`config.mk`:
```
export PLATFORM = sky130hd
export DESIGN_NAME = intr_stack_seq
export DESIGN_NICKNAME = d
export VERILOG_FILES = /design/src/rtl/iss_pkg.sv /design/src/rtl/iss_step_decode.sv /design/src/rtl/iss_bus_drive.sv /design/src/rtl/iss_work_regs.sv /design/src/rtl/intr_stack_seq.sv
export SDC_FILE = /design/constraint.sdc
export NUM_CORES = 1
export LEC_CHECK = 0
export BUFFER_PORTS_ARGS = -buffer_cell sky130_fd_sc_hd__clkbuf_2
export CORE_UTILIZATION = 50
export CTS_BUF_LIST = sky130_fd_sc_hd__clkbuf_8 sky130_fd_sc_hd__clkbuf_16
export CTS_CLUSTER_DIAMETER = 120
export DETAILED_ROUTE_END_ITERATION = 8
export PLACE_DENSITY_LB_ADDON = 0.15
export SLEW_MARGIN = 20
export SYNTH_ARGS = -nofsm -noshare
export SYNTH_HDL_FRONTEND = slang
export SYNTH_HIERARCHICAL = 1
export SYNTH_SLANG_ARGS = --single-unit
```
`constraint.sdc`:
```
create_clock -name clk -period 7.7 [get_ports clk]
set_clock_uncertainty 0.15 [all_clocks]
set_input_delay 1.155 -clock clk [delete_from_list [all_inputs] [get_ports clk]]
set_output_delay 1.155 -clock clk [all_outputs]
set_load 0.005 [all_outputs]
```
`src/rtl/iss_pkg.sv`:
```
package iss_pkg;
  localparam int ADDR_W    = 16;
  localparam int DATA_W    = 8;
  localparam int OP_W      = 3;
  localparam int MAX_STEPS = 5;
  localparam int STEP_W    = $clog2(MAX_STEPS + 1);
  localparam int FLAG_I    = 2;
  localparam int FLAG_B    = 4;

  typedef enum logic [OP_W-1:0] {
    OP_BRK = 3'd0, OP_JSR = 3'd1, OP_RTI = 3'd2,
    OP_RTS = 3'd3, OP_IRQ = 3'd4, OP_NMI = 3'd5
  } op_e;

  typedef enum logic [3:0] {
    MU_NONE, MU_PUSH_PCH, MU_PUSH_PCL, MU_PUSH_ST,
    MU_POP_ST, MU_POP_PCL, MU_POP_PCH, MU_VEC_LO, MU_VEC_HI
  } mu_e;

  typedef enum logic [1:0] { SQ_IDLE, SQ_RUN, SQ_DONE } seq_e;

  function automatic logic op_known(input logic [OP_W-1:0] code);
    return code <= OP_W'(OP_NMI);
  endfunction

  function automatic logic [STEP_W-1:0] op_len(input op_e op);
    case (op)
      OP_JSR, OP_RTS: return STEP_W'(2);
      OP_RTI:         return STEP_W'(3);
      default:        return STEP_W'(MAX_STEPS);
    endcase
  endfunction

  function automatic mu_e op_step(input op_e op, input logic [STEP_W-1:0] idx);
    mu_e m;
    m = MU_NONE;
    case (op)
      OP_BRK, OP_IRQ, OP_NMI: begin
        if (idx == STEP_W'(0)) m = MU_PUSH_PCH;
        else if (idx == STEP_W'(1)) m = MU_PUSH_PCL;
        else if (idx == STEP_W'(2)) m = MU_PUSH_ST;
        else if (idx == STEP_W'(3)) m = MU_VEC_LO;
        else if (idx == STEP_W'(4)) m = MU_VEC_HI;
      end
      OP_JSR: begin
        if (idx == STEP_W'(0)) m = MU_PUSH_PCH;
        else if (idx == STEP_W'(1)) m = MU_PUSH_PCL;
      end
      OP_RTS: begin
        if (idx == STEP_W'(0)) m = MU_POP_PCL;
        else if (idx == STEP_W'(1)) m = MU_POP_PCH;
      end
      OP_RTI: begin
        if (idx == STEP_W'(0)) m = MU_POP_ST;
        else if (idx == STEP_W'(1)) m = MU_POP_PCL;
        else if (idx == STEP_W'(2)) m = MU_POP_PCH;
      end
      default: m = MU_NONE;
    endcase
    return m;
  endfunction

  function automatic logic [ADDR_W-1:0] stack_addr(input logic [7:0] page,
                                                   input logic [DATA_W-1:0] ptr);
    return {page, ptr};
  endfunction

  function automatic logic [ADDR_W-1:0] vector_base(input op_e op,
                                                    input logic [ADDR_W-1:0] nmi_vec,
                                                    input logic [ADDR_W-1:0] mask_vec);
    return (op == OP_NMI) ? nmi_vec : mask_vec;
  endfunction

  function automatic logic [ADDR_W-1:0] entry_pc(input op_e op,
                                                 input logic [ADDR_W-1:0] pc);
    return (op == OP_JSR) ? pc - ADDR_W'(1) : pc;
  endfunction

  function automatic logic [ADDR_W-1:0] final_pc(input op_e op,
                                                 input logic [ADDR_W-1:0] pc,
                                                 input logic [ADDR_W-1:0] tgt);
    case (op)
      OP_JSR:  return tgt;
      OP_RTS:  return pc + ADDR_W'(1);
      default: return pc;
    endcase
  endfunction

  function automatic logic [DATA_W-1:0] final_status(input op_e op,
                                                     input logic [DATA_W-1:0] st);
    case (op)
      OP_BRK:  return st | (DATA_W'(1) << FLAG_B);
      OP_IRQ:  return st | (DATA_W'(1) << FLAG_I);
      default: return st;
    endcase
  endfunction
endpackage

```
`src/rtl/iss_step_decode.sv`:
```
module iss_step_decode
  import iss_pkg::*;
(
  input  op_e               op,
  input  logic [STEP_W-1:0] idx,
  output mu_e               mu,
  output logic              last
);
  always_comb begin
    mu   = op_step(op, idx);
    last = (idx == op_len(op) - STEP_W'(1));
  end
endmodule

```
`src/rtl/iss_bus_drive.sv`:
```
module iss_bus_drive
  import iss_pkg::*;
#(
  parameter logic [7:0]        STACK_PAGE   = 8'h01,
  parameter logic [ADDR_W-1:0] VEC_NMI      = 16'hFFFA,
  parameter logic [ADDR_W-1:0] VEC_MASKABLE = 16'hFFFE
) (
  input  logic              active,
  input  mu_e               mu,
  input  op_e               op,
  input  logic [ADDR_W-1:0] wpc,
  input  logic [DATA_W-1:0] wst,
  input  logic [DATA_W-1:0] wsp,
  output logic [ADDR_W-1:0] addr,
  output logic              we,
  output logic              re,
  output logic [DATA_W-1:0] wdata
);
  logic [DATA_W-1:0] pop_ptr;
  logic [ADDR_W-1:0] vec_base;

  always_comb begin
    pop_ptr  = wsp + DATA_W'(1);
    vec_base = vector_base(op, VEC_NMI, VEC_MASKABLE);
    addr  = '0;
    we    = 1'b0;
    re    = 1'b0;
    wdata = '0;
    if (active) begin
      case (mu)
        MU_PUSH_PCH: begin addr = stack_addr(STACK_PAGE, wsp); we = 1'b1; wdata = wpc[15:8]; end
        MU_PUSH_PCL: begin addr = stack_addr(STACK_PAGE, wsp); we = 1'b1; wdata = wpc[7:0];  end
        MU_PUSH_ST:  begin addr = stack_addr(STACK_PAGE, wsp); we = 1'b1; wdata = wst;       end
        MU_POP_ST, MU_POP_PCL, MU_POP_PCH: begin
          addr = stack_addr(STACK_PAGE, pop_ptr);
          re   = 1'b1;
        end
        MU_VEC_LO: begin addr = vec_base;                re = 1'b1; end
        MU_VEC_HI: begin addr = vec_base + ADDR_W'(1);   re = 1'b1; end
        default: ;
      endcase
    end
  end
endmodule

```
`src/rtl/iss_work_regs.sv`:
```
module iss_work_regs
  import iss_pkg::*;
(
  input  logic              clk,
  input  logic              rst_n,
  input  logic              load,
  input  op_e               load_op,
  input  logic [ADDR_W-1:0] pc_in,
  input  logic [DATA_W-1:0] st_in,
  input  logic [DATA_W-1:0] sp_in,
  input  logic [ADDR_W-1:0] tgt_in,
  input  logic              step_en,
  input  mu_e               mu,
  input  logic              last,
  input  op_e               run_op,
  input  logic [DATA_W-1:0] rdata,
  output logic [ADDR_W-1:0] pc_q,
  output logic [DATA_W-1:0] st_q,
  output logic [DATA_W-1:0] sp_q
);
  logic [ADDR_W-1:0] tgt_q;
  logic [ADDR_W-1:0] pc_s;
  logic [DATA_W-1:0] st_s;
  logic [DATA_W-1:0] sp_s;

  always_comb begin
    pc_s = pc_q;
    st_s = st_q;
    sp_s = sp_q;
    case (mu)
      MU_PUSH_PCH, MU_PUSH_PCL, MU_PUSH_ST: sp_s = sp_q - DATA_W'(1);
      MU_POP_ST:  begin sp_s = sp_q + DATA_W'(1); st_s = rdata;       end
      MU_POP_PCL: begin sp_s = sp_q + DATA_W'(1); pc_s[7:0]  = rdata; end
      MU_POP_PCH: begin sp_s = sp_q + DATA_W'(1); pc_s[15:8] = rdata; end
      MU_VEC_LO:  pc_s[7:0]  = rdata;
      MU_VEC_HI:  pc_s[15:8] = rdata;
      default: ;
    endcase
  end

  always_ff @(posedge clk) begin
    if (!rst_n) begin
      pc_q  <= '0;
      st_q  <= '0;
      sp_q  <= '0;
      tgt_q <= '0;
    end else if (load) begin
      pc_q  <= entry_pc(load_op, pc_in);
      st_q  <= st_in;
      sp_q  <= sp_in;
      tgt_q <= tgt_in;
    end else if (step_en) begin
      pc_q <= last ? final_pc(run_op, pc_s, tgt_q) : pc_s;
      st_q <= last ? final_status(run_op, st_s)   : st_s;
      sp_q <= sp_s;
    end
  end
endmodule

```
`src/rtl/intr_stack_seq.sv`:
```
module intr_stack_seq
  import iss_pkg::*;
#(
  parameter logic [7:0]        STACK_PAGE   = 8'h01,
  parameter logic [ADDR_W-1:0] VEC_NMI      = 16'hFFFA,
  parameter logic [ADDR_W-1:0] VEC_MASKABLE = 16'hFFFE
) (
  input  logic              clk,
  input  logic              rst_n,
  input  logic              start_i,
  input  logic [OP_W-1:0]   op_i,
  input  logic [ADDR_W-1:0] pc_i,
  input  logic [DATA_W-1:0] status_i,
  input  logic [DATA_W-1:0] sp_i,
  input  logic [ADDR_W-1:0] target_i,
  output logic [ADDR_W-1:0] mem_addr_o,
  output logic              mem_we_o,
  output logic              mem_re_o,
  output logic [DATA_W-1:0] mem_wdata_o,
  input  logic [DATA_W-1:0] mem_rdata_i,
  output logic [ADDR_W-1:0] pc_o,
  output logic [DATA_W-1:0] status_o,
  output logic [DATA_W-1:0] sp_o,
  output logic              busy_o,
  output logic              done_o
);
  seq_e              state_q;
  logic [STEP_W-1:0] idx_q;
  op_e               op_q;
  op_e               op_in;
  mu_e               mu;
  logic              last;
  logic              idle;
  logic              irq_masked;
  logic              start_ok;
  logic              step_en;

  assign idle       = (state_q == SQ_IDLE);
  assign op_in      = op_e'(op_i);
  assign irq_masked = idle && start_i && (op_i == OP_W'(OP_IRQ)) && status_i[FLAG_I];
  assign start_ok   = idle && start_i && op_known(op_i) && !irq_masked;
  assign step_en    = (state_q == SQ_RUN);
  assign busy_o     = !idle;
  assign done_o     = (state_q == SQ_DONE);

  always_ff @(posedge clk) begin
    if (!rst_n) begin
      state_q <= SQ_IDLE;
      idx_q   <= '0;
      op_q    <= OP_BRK;
    end else begin
      case (state_q)
        SQ_IDLE: if (start_ok) begin
          state_q <= SQ_RUN;
          idx_q   <= '0;
          op_q    <= op_in;
        end
        SQ_RUN: begin
          if (last) begin
            state_q <= SQ_DONE;
            idx_q   <= '0;
          end else begin
            idx_q <= idx_q + STEP_W'(1);
          end
        end
        default: state_q <= SQ_IDLE;
      endcase
    end
  end

  iss_step_decode u_decode (
    .op   (op_q),
    .idx  (idx_q),
    .mu   (mu),
    .last (last)
  );

  iss_bus_drive #(
    .STACK_PAGE   (STACK_PAGE),
    .VEC_NMI      (VEC_NMI),
    .VEC_MASKABLE (VEC_MASKABLE)
  ) u_bus (
    .active (step_en),
    .mu     (mu),
    .op     (op_q),
    .wpc    (pc_o),
    .wst    (status_o),
    .wsp    (sp_o),
    .addr   (mem_addr_o),
    .we     (mem_we_o),
    .re     (mem_re_o),
    .wdata  (mem_wdata_o)
  );

  iss_work_regs u_regs (
    .clk     (clk),
    .rst_n   (rst_n),
    .load    (start_ok),
    .load_op (op_in),
    .pc_in   (pc_i),
    .st_in   (status_i),
    .sp_in   (sp_i),
    .tgt_in  (target_i),
    .step_en (step_en),
    .mu      (mu),
    .last    (last),
    .run_op  (op_q),
    .rdata   (mem_rdata_i),
    .pc_q    (pc_o),
    .st_q    (status_o),
    .sp_q    (sp_o)
  );
endmodule

```
==> flow_summary.ini, run 1 <==
[global_route]
overflow = 0
grt_antenna_before_repair = 0
grt_first_pass_wirelength_um = 23400
grt_max_degree = 72
track_usage = 0.296
grt_pass1_vias = 4699

[critical_path]
cpPeakStageDelay_ns = 0.74
path_delay_family = simple AND/OR/NAND/NOR gates
cpMaxStageDelayCell = o311a_1
critPathLaunch = op_q[1]
r2r_start = op_q[1]
worstPathRequired_ns = 6.39
critPathArrivalTime_ns = 3.45
critical_path_buf_inv_count = 1
end_kind = output port
path_class = flop to output port
path_cells = nor2b_1, and2_0, o311a_1, and2_0, a21oi_1, nor2b_1, clkbuf_2
start_kind = flop
crit_path_max_fanout = 23

[yosys]
synth_top_area_share = 0.235
synth_top_cell_by_area = dfxtp_1
seq_area_frac_synth = 0.235
synth_enable_flop_cells = 0
postSynth.asyncResetShare = 0
syn-cell-area_um2 = 4780
ys.flop_type = dfxtp_1
yosys-top-cells-area = dfxtp_1 (23%), mux2i_1 (8.6%), a21oi_1 (4.3%), o21ai_0 (4.1%), nand2_1 (4.0%)
ys_seq_elements = 56
syn_nets = 677
yosys_warnings = 6
yosysUniqueCellTypes = 82
avgSynthCellArea_um2 = 7.90
synth_cells = 605

[sta]
max_freq_mhz = 210
min_period_ns = 4.76
drv_slew = 0
max_slew_margin = 0.271
setup_tns_ns = 0
fin_crit_sh = 0.618
hold_violations = 0
worstMarginPinSlew_ns = 1.09
setup_viol = 0
rsz0062_at_grt = no

[detailed_routing]
vias = 4947
drt_iter0_drc = 256
routedWlPerCell_um = 17.9
drc = 0
drt-total-wl_um = 14900
ant_nets = 0
dr.pass1.iters = 5
avgViaCountPerCell = 5.96

[floorplanning]
die_w_um = 99.8
start_util = 0.517
io_pins = 122
dieArea_um2 = 9950
core-area_um2 = 9240
std_cell_rows = 35
dieHeight_um = 99.8

[layout]
finish.utilization = 0.594
antenna_cells = 0
layout.cells.most_common = clkbuf_2
final_nets = 772
area_delta_synth_final_pct = 14.9
layout-drive-gt1-share = 0.248
layout_common_cells = clkbuf_2 (121), dfxtp_1 (56), nand2_1 (51)

[cts]
cts.repair.resized = 0
cts_tree = yes
clk_latency_ns = 0.32
postCtsSetupRepairBufs = 0
htreeDepth = 2
cts_hold_buf = 0
cts_made_buffers = 5
numClockSinks = 56
clk_pin_slew_ns = 0.12
cts_buffer_depth = 2
root_buffer = clkbuf_8

[power_and_ir_drop]
pwr-share-comb = 0.353
power_frac_clock = 0.212
seq_power_share = 0.435
p_sw_frac = 0.381
p_sw_w = 0.000316
p_leak_nw = 2.31
irDropWorstVdd_mv = 0.0882
pwr_density_cell_nw_per_um2 = 151
p_int_w = 0.000514

[hold_path]
hold_class = flop to flop
worstHoldStart = u_regs/tgt_q[4]

[placement]
port_buffers = 121
gp_congestion = 0.943
dp_hpwl_um = 11100

[flow_run]
drv_cap = 0

[status]
status = finished, final reports clean
[worst register-to-register path, stage by stage, from the launching register on]
cell     delay (ns)
dfxtp_1        0.70
nor2b_1        0.28
and2_0         0.17
o311a_1        0.74
a21oi_1        0.25
inv_1          0.27
ha_1           0.27
a21oi_1        0.14
nor2b_1        0.07
o31a_1         0.25
o41ai_1        0.32
xnor2_1        0.19
mux2i_1        0.20
a21oi_1        0.08
[through the flow]
step / instance area, um^2 / total power, W / instances / setup slack [ns] / hold WS, ns
2_1_floorplan: 4780 / 0.000557 / 605 / 3.90 / 0.319
3_3_place_gp: 5400 / 0.000650 / 822 / 3.51 / 0.354
3_5_place_dp: 5400 / 0.000657 / 822 / 3.39 / 0.361
4_1_cts: 5490 / 0.000829 / 830 / 3.00 / 0.388
5_1_grt: 5490 / 0.000881 / 830 / 2.69 / 0.416
6_report: 5490 / 0.000830 / 830 / 2.94 / 0.386
[path summary, 6_finish.rpt]
path | to | slack [ns] | cells after the start
max | mem_addr_o[14] | 2.94 | 7
min | u_regs/tgt_q[4] | 0.39 | 2
max reg2reg | u_regs/sp_q[7] | 3.48 | 13
min reg2reg | u_regs/tgt_q[4] | 0.39 | 2
[kinds of logic (layout without fill, tap and decap cells)]
group | count (synthesis) | in the layout | synth area share
adder cells (fa/ha/maj) | 10 | 10 | 0.0278
AND/OR/NAND/NOR | 227 | 227 | 0.269
multiplexers | 51 | 51 | 0.109
XOR/XNOR | 30 | 30 | 0.0550
buffers and inverters | 56 | 152 | 0.0545
AO/OA/AOI/OAI | 175 | 175 | 0.249
flip-flops | 56 | 56 | 0.235
[synthesized netlist by cell type (all sizes together), types with 11 or more instances]
| cell | number |
|---|---|
| a31oi | 11 |
| clkbuf | 21 |
| nor3 | 20 |
| buf | 17 |
| xor2 | 14 |
| a21oi | 42 |
| o21ai | 42 |
| nor2 | 45 |
| nand2 | 53 |
| a211oi | 12 |
| nor2b | 27 |
| and2 | 13 |
| and3 | 13 |
| mux2i | 41 |
| inv | 18 |
| nand2b | 11 |
| nand3 | 12 |
| xnor2 | 16 |
| dfxtp | 56 |
[registers in the layout (all words and copies together) (netlist names)]
name	count
u_regs/tgt_q	16
u_regs/pc_q	16
state_q	2
u_regs/st_q	8
idx_q	3
u_regs/sp_q	8
op_q	3
[cell type report]
class | instances | area [um^2]
Fill cell | 901 | 3750
Inverter | 18 | 67.6
Timing Repair Buffer | 126 | 643
Tap cell | 129 | 161
Clock buffer | 5 | 68.8
Sequential cell | 56 | 1120
Clock inverter | 3 | 26.3
Multi-Input combinational cell | 493 | 3400
[routing by layer]
metal	track usage	routed length [um]	up-vias
met5	0	0	-
met4	0.123	474	0
met3	0.0351	734	32
met2	0.510	7300	179
met1	0.373	6370	2334
li1	-	-	2402
[power groups by stage]
stage	Sequential, W	Clock (W)	Combinational (W)
2_1_floorplan	0.000351	0	0.000205
3_3_place_gp	0.000367	0	0.000284
3_5_place_dp	0.000367	0	0.000290
4_1_cts	0.000360	0.000178	0.000292
5_1_grt	0.000365	0.000192	0.000324
6_report	0.000361	0.000176	0.000293
No activity file was read; power rests on OpenSTA's default activity.
==> run 2: changes to the inputs <==
- ABC_AREA: default -> 1
- clock period: 7.7 -> 4.4 ns (I/O delays scaled with it)
==> run 2 against run 1 <==
  * Non-clock buffer count up 4
  * Register-to-register slack worse by 2.5 ns
  * Sequential power up 81%
  * Combinational power rose to 2.5 times the previous value
  * Critical path type is now flop to flop
==> flow_summary.ini, run 2 <==
[status]
status = finished, final reports clean

[critical_path]
start_kind = flop
crit_path_max_fanout = 13
critPathArrivalTime_ns = 3.48
path_class = flop to flop
end_kind = flop
worstPathRequired_ns = 4.44

[power_and_ir_drop]
pwr_density_cell_nw_per_um2 = 294
irDropWorstVdd_mv = 0.142
seq_power_share = 0.388
p_sw_w = 0.000734
pwr-share-comb = 0.443
p_int_w = 0.000947
p_sw_frac = 0.437
p_leak_nw = 2.80
power_frac_clock = 0.169

[sta]
worstMarginPinSlew_ns = 0.811
setup_ws_ns = 0.966
fin_crit_sh = 0.781
drv_slew = 0
min_period_ns = 3.43
setup_tns_ns = 0
setup_viol = 0
max_freq_mhz = 291
rsz0062_at_grt = no
hold_violations = 0
max_slew_margin = 0.459

[floorplanning]
io_pins = 122
dieArea_um2 = 10300
start_util = 0.525
std_cell_rows = 35
core-area_um2 = 9420
dieHeight_um = 101
die_w_um = 101

[yosys]
avgSynthCellArea_um2 = 5.85
yosys-top-cells-area = dfxtp_1 (23%), nand2_1 (17%), nand3_1 (7.4%), inv_1 (7.3%), a21oi_1 (6.7%)
yosys_warnings = 6
netlist_top_cells_count = nand2_1 (220), inv_1 (96), nor2_1 (88)
synth_enable_flop_cells = 0
ys.flop_type = dfxtp_1
ys_seq_elements = 56
syn_nets = 917
synth_top_cell_by_area = dfxtp_1
synth_top_area_share = 0.227
synth_cells = 845
seq_area_frac_synth = 0.227
syn-cell-area_um2 = 4940
yosysUniqueCellTypes = 44
postSynth.asyncResetShare = 0
post-synth-top-count-cell = nand2_1

[detailed_routing]
dr.pass1.iters = 7
drt-total-wl_um = 15200
vias = 5828
drc = 0
drt_iter0_drc = 432
routedWlPerCell_um = 14.0
ant_nets = 0
avgViaCountPerCell = 5.39

[cts]
cts_made_buffers = 5
clk_latency_ns = 0.32
cts_hold_buf = 0
root_buffer = clkbuf_8
cts_buffer_depth = 2
clk_pin_slew_ns = 0.11
numClockSinks = 56
cts_tree = yes
cts.repair.resized = 0
htreeDepth = 2
postCtsSetupRepairBufs = 0

[placement]
port_buffers = 121
dp_hpwl_um = 11800
gp_congestion = 1.00
dp_slack_ns = 1.07

[layout]
top_regs = u_regs/pc_q (16), u_regs/tgt_q (16)
layout_common_cells = nand2_1 (220), clkbuf_2 (121), inv_1 (97)
final_nets = 1025
layout.cells.most_common = nand2_1
multi_input_area_um2 = 3240
area_delta_synth_final_pct = 15.5
ff_latch_area_um2 = 1120
nFillCells = 992
antenna_cells = 0
layout-drive-gt1-share = 0.213

[global_route]
overflow = 0
track_usage = 0.298
grt_antenna_before_repair = 0
grt_first_pass_wirelength_um = 24100
grt_pass1_vias = 4957
grt_max_degree = 48

[flow_run]
drv_cap = 0

[hold_path]
hold_class = flop to flop
[run 2: changes by cell type in the layout (fill, tap and decap cells not counted), moves of 11 or more]
cell and delta:
a21oi_1 +25, and2_1 -11, inv_1 +79, inv_2 +16, mux2i_1 -41, nand2_1 +169
nand2_2 +15, nand3_1 +61, nor2_1 +45, nor2b_1 -24, o21ai_0 +24, xnor2_1 -11
[run 2: cells by family after synthesis]
group	after synthesis	share of synthesized area
simple gates	452	0.419
compound gates	170	0.190
buf+inv	146	0.119
flops	56	0.227
xor+xnor	11	0.0195
fa+ha+maj	10	0.0268
[run 2: path summary, 6_finish.rpt]
kind | endpoint | slack, ns | cells past startpoint | start
max | u_regs/sp_q[6] | 0.97 | 18 | idx_q[0]
min | u_regs/tgt_q[12] | 0.31 | 2 | u_regs/tgt_q[12]
max reg2reg | u_regs/sp_q[6] | 0.97 | 18 | idx_q[0]
min reg2reg | u_regs/tgt_q[12] | 0.31 | 2 | u_regs/tgt_q[12]
[run 2: metrics by stage]
step	hold slack (ns)	utilization	total power [W]	instance area (um^2)	cells
after floorplan	0.278	-	0.00116	4940	845
after global placement	0.290	0.598	0.00139	5630	1075
after detailed placement	0.296	0.598	0.00139	5630	1075
after CTS	0.311	0.607	0.00168	5710	1082
after global routing	0.329	0.607	0.00180	5710	1082
final	0.307	0.607	0.00168	5710	1082
[run 2: final cells by class]
cell class	count	area share
Multi-Input combinational cell	643	0.566
Timing Repair Buffer	130	0.118
Tap cell	129	0.0283
Clock buffer	5	0.0120
Clock inverter	2	0.00219
Sequential cell	56	0.196
Inverter	117	0.0771
[run 2: layer usage]
| layer | global-route usage | wire [um] | vias to the layer above |
|---|---|---|---|
| met5 | 0 | 0 | - |
| met4 | 0.108 | 408 | 0 |
| met3 | 0.0393 | 936 | 28 |
| met2 | 0.511 | 7120 | 221 |
| met1 | 0.383 | 6690 | 2597 |
| li1 | - | - | 2982 |
[run 2: power by group through the flow]
stage | clock network, W | registers [W] | logic (W)
2_1_floorplan | 0 | 0.000637 | 0.000519
3_3_place_gp | 0 | 0.000663 | 0.000726
3_5_place_dp | 0 | 0.000662 | 0.000732
4_1_cts | 0.000291 | 0.000650 | 0.000736
5_1_grt | 0.000305 | 0.000660 | 0.000837
6_report | 0.000285 | 0.000652 | 0.000744
[run 2: critical path, stage by stage (launching register included)]
cell	delay [ns]
dfxtp_1	0.49
inv_2	0.10
nor3_1	0.17
nand2_1	0.07
nand3_1	0.07
buf_4	0.22
inv_2	0.07
nor2_4	0.19
nand2_1	0.27
ha_1	0.43
inv_1	0.07
o21ai_0	0.17
a31oi_1	0.08
or2_2	0.30
nand2_1	0.06
a21o_1	0.12
nor2_1	0.04
o21ai_0	0.15
a21oi_1	0.08
==> run 3: changes to the inputs <==
- clock period: 4.4 -> 3.12 ns (I/O delays scaled with it)
==> run 3 against run 2 <==
  * Clock power up 71%
  * Final area rose by 2.8%
  * Power rose by 49%
  * Register-to-register slack worse by 0.69 ns
  * Die area stayed put
  * Sequential power increased by 41%
  * Core utilization grew 1.7 points
  * Non-clock buffer count rose by 9
  * Sequential share of layout area fell by 0.44 points
  * Via count grew 2.1%
  * Cell count rose by 0.92%
  * Global-route usage is 0.78 points higher
  * Largest power group unchanged
==> flow_summary.ini, run 3 (synthesis results as in run 2) <==
[flow_run]
drv_cap = 0

[global_route]
overflow = 0
track_usage = 0.306
grt_first_pass_wirelength_um = 24900
grt_pass1_vias = 5286
grt_antenna_before_repair = 0
grt_max_degree = 36

[sta]
drv_slew = 0
rsz0062_at_grt = no
setup_viol = 0
max_freq_mhz = 351
setup_tns_ns = 0
min_period_ns = 2.85
worstMarginPinSlew_ns = 0.578
whs_ns = 0.226
max_slew_margin = 0.612
fin_crit_sh = 0.913
hold_violations = 0

[layout]
instances_no_fill = 1092
layout_common_cells = nand2_1 (219), clkbuf_2 (121), inv_1 (96)
area_delta_synth_final_pct = 18.8
top_regs = u_regs/pc_q (16), u_regs/tgt_q (16)
finish.utilization = 0.624
antenna_cells = 0
layout.cells.most_common = nand2_1
final_nets = 1034
layout-drive-gt1-share = 0.234

[floorplanning]
dieArea_um2 = 10300
die_w_um = 101
core-area_um2 = 9420
start_util = 0.525
dieHeight_um = 101
io_pins = 122
std_cell_rows = 35

[critical_path]
critPathArrivalTime_ns = 2.23
crit_path_max_fanout = 17
crit_top_cell = nand3_2
path_class = flop to output port
path_cells = inv_2, nand3_2, inv_1, nand2_1, nand3_1, buf_6, nor2_2, nand3_2, nand2_4, nor2_1, a21oi_1, clkbuf_2
worstPathRequired_ns = 2.50
path_delay_family = simple AND/OR/NAND/NOR gates
cpMaxStageDelayCell = dfxtp_1
critical_path_buf_inv_count = 4
start_kind = flop
end_kind = output port
cpPeakStageDelay_ns = 0.43

[power_and_ir_drop]
p_leak_nw = 2.86
irDropWorstVdd_mv = 0.279
pwr_density_cell_nw_per_um2 = 427
finalPower_w = 0.00251

[detailed_routing]
drt_iter0_drc = 499
routedWlPerCell_um = 14.1
drc = 0
ant_nets = 0
vias = 5951
avgViaCountPerCell = 5.45
drt-total-wl_um = 15300
dr.pass1.iters = 5

[cts]
cts_made_buffers = 5
clk_latency_ns = 0.32
root_buffer = clkbuf_8
cts_tree = yes
htreeDepth = 2
numClockSinks = 56
cts_buffer_depth = 2
postCtsSetupRepairBufs = 0
clk_pin_slew_ns = 0.11

[placement]
port_buffers = 121
placed_cells = 1084
dp_hpwl_um = 12000
gp_congestion = 0.954

[hold_path]
hold_class = input port to flop

[status]
status = finished, final reports clean
[run 3: cell types whose count changed in the layout (fill, tap and decap cells not counted), moves of 2 or more]
cell	delta
buf_4	+7
buf_6	+2
dfxtp_1	-5
dfxtp_2	+5
nor2_1	-3
nor2_2	+2
[run 3: worst paths after layout]
check / startpoint / to / slack [ns] / cells past startpoint
setup / recovery: idx_q[2] / mem_addr_o[7] / 0.27 / 12
hold / removal: target_i[13] / u_regs/tgt_q[13] / 0.23 / 3
setup reg to reg: idx_q[2] / u_regs/pc_q[15] / 0.28 / 21
hold reg to reg: u_regs/tgt_q[12] / u_regs/tgt_q[12] / 0.30 / 2
[run 3: what timing repair did]
action,4_1_cts,5_1_grt
hold buffers,0,0
setup endpoints to repair,0,39
resized for setup,0,17
[run 3: per-stage QoR]
stage | worst slack (ns) | instance area (um^2)
floorplan | 0.0443 | 4940
global route | 0.0119 | 5880
finish | 0.271 | 5880
global placement | 0.170 | 5700
detailed placement | 0.132 | 5700
CTS | 0.0649 | 5810
[run 3: tightest hold or removal path: stages]
cell	delay, ns
clkbuf_2	0.07
nor2_1	0.04
nor2_1	0.08
[run 3: area by class of cell]
class / instances / area [um^2]
Tap cell: 129 / 161
Sequential cell: 56 / 1130
Fill cell: 997 / 3540
Clock buffer: 5 / 68.8
Multi-Input combinational cell: 643 / 3290
Clock inverter: 3 / 42.5
Inverter: 117 / 440
Timing Repair Buffer: 139 / 748
[run 3: layer usage]
layer	routed length (um)	track usage	vias up
met2	7150	0.518	227
met4	509	0.122	0
met3	1060	0.0366	36
met5	0	0	-
li1	-	-	2980
met1	6640	0.397	2708
[run 3: power breakdown]
part	switching (W)	internal (W)
clock	0.000249	0.000238
combinational	0.000692	0.000411
sequential	0.000116	0.000801
total	0.00106	0.00145
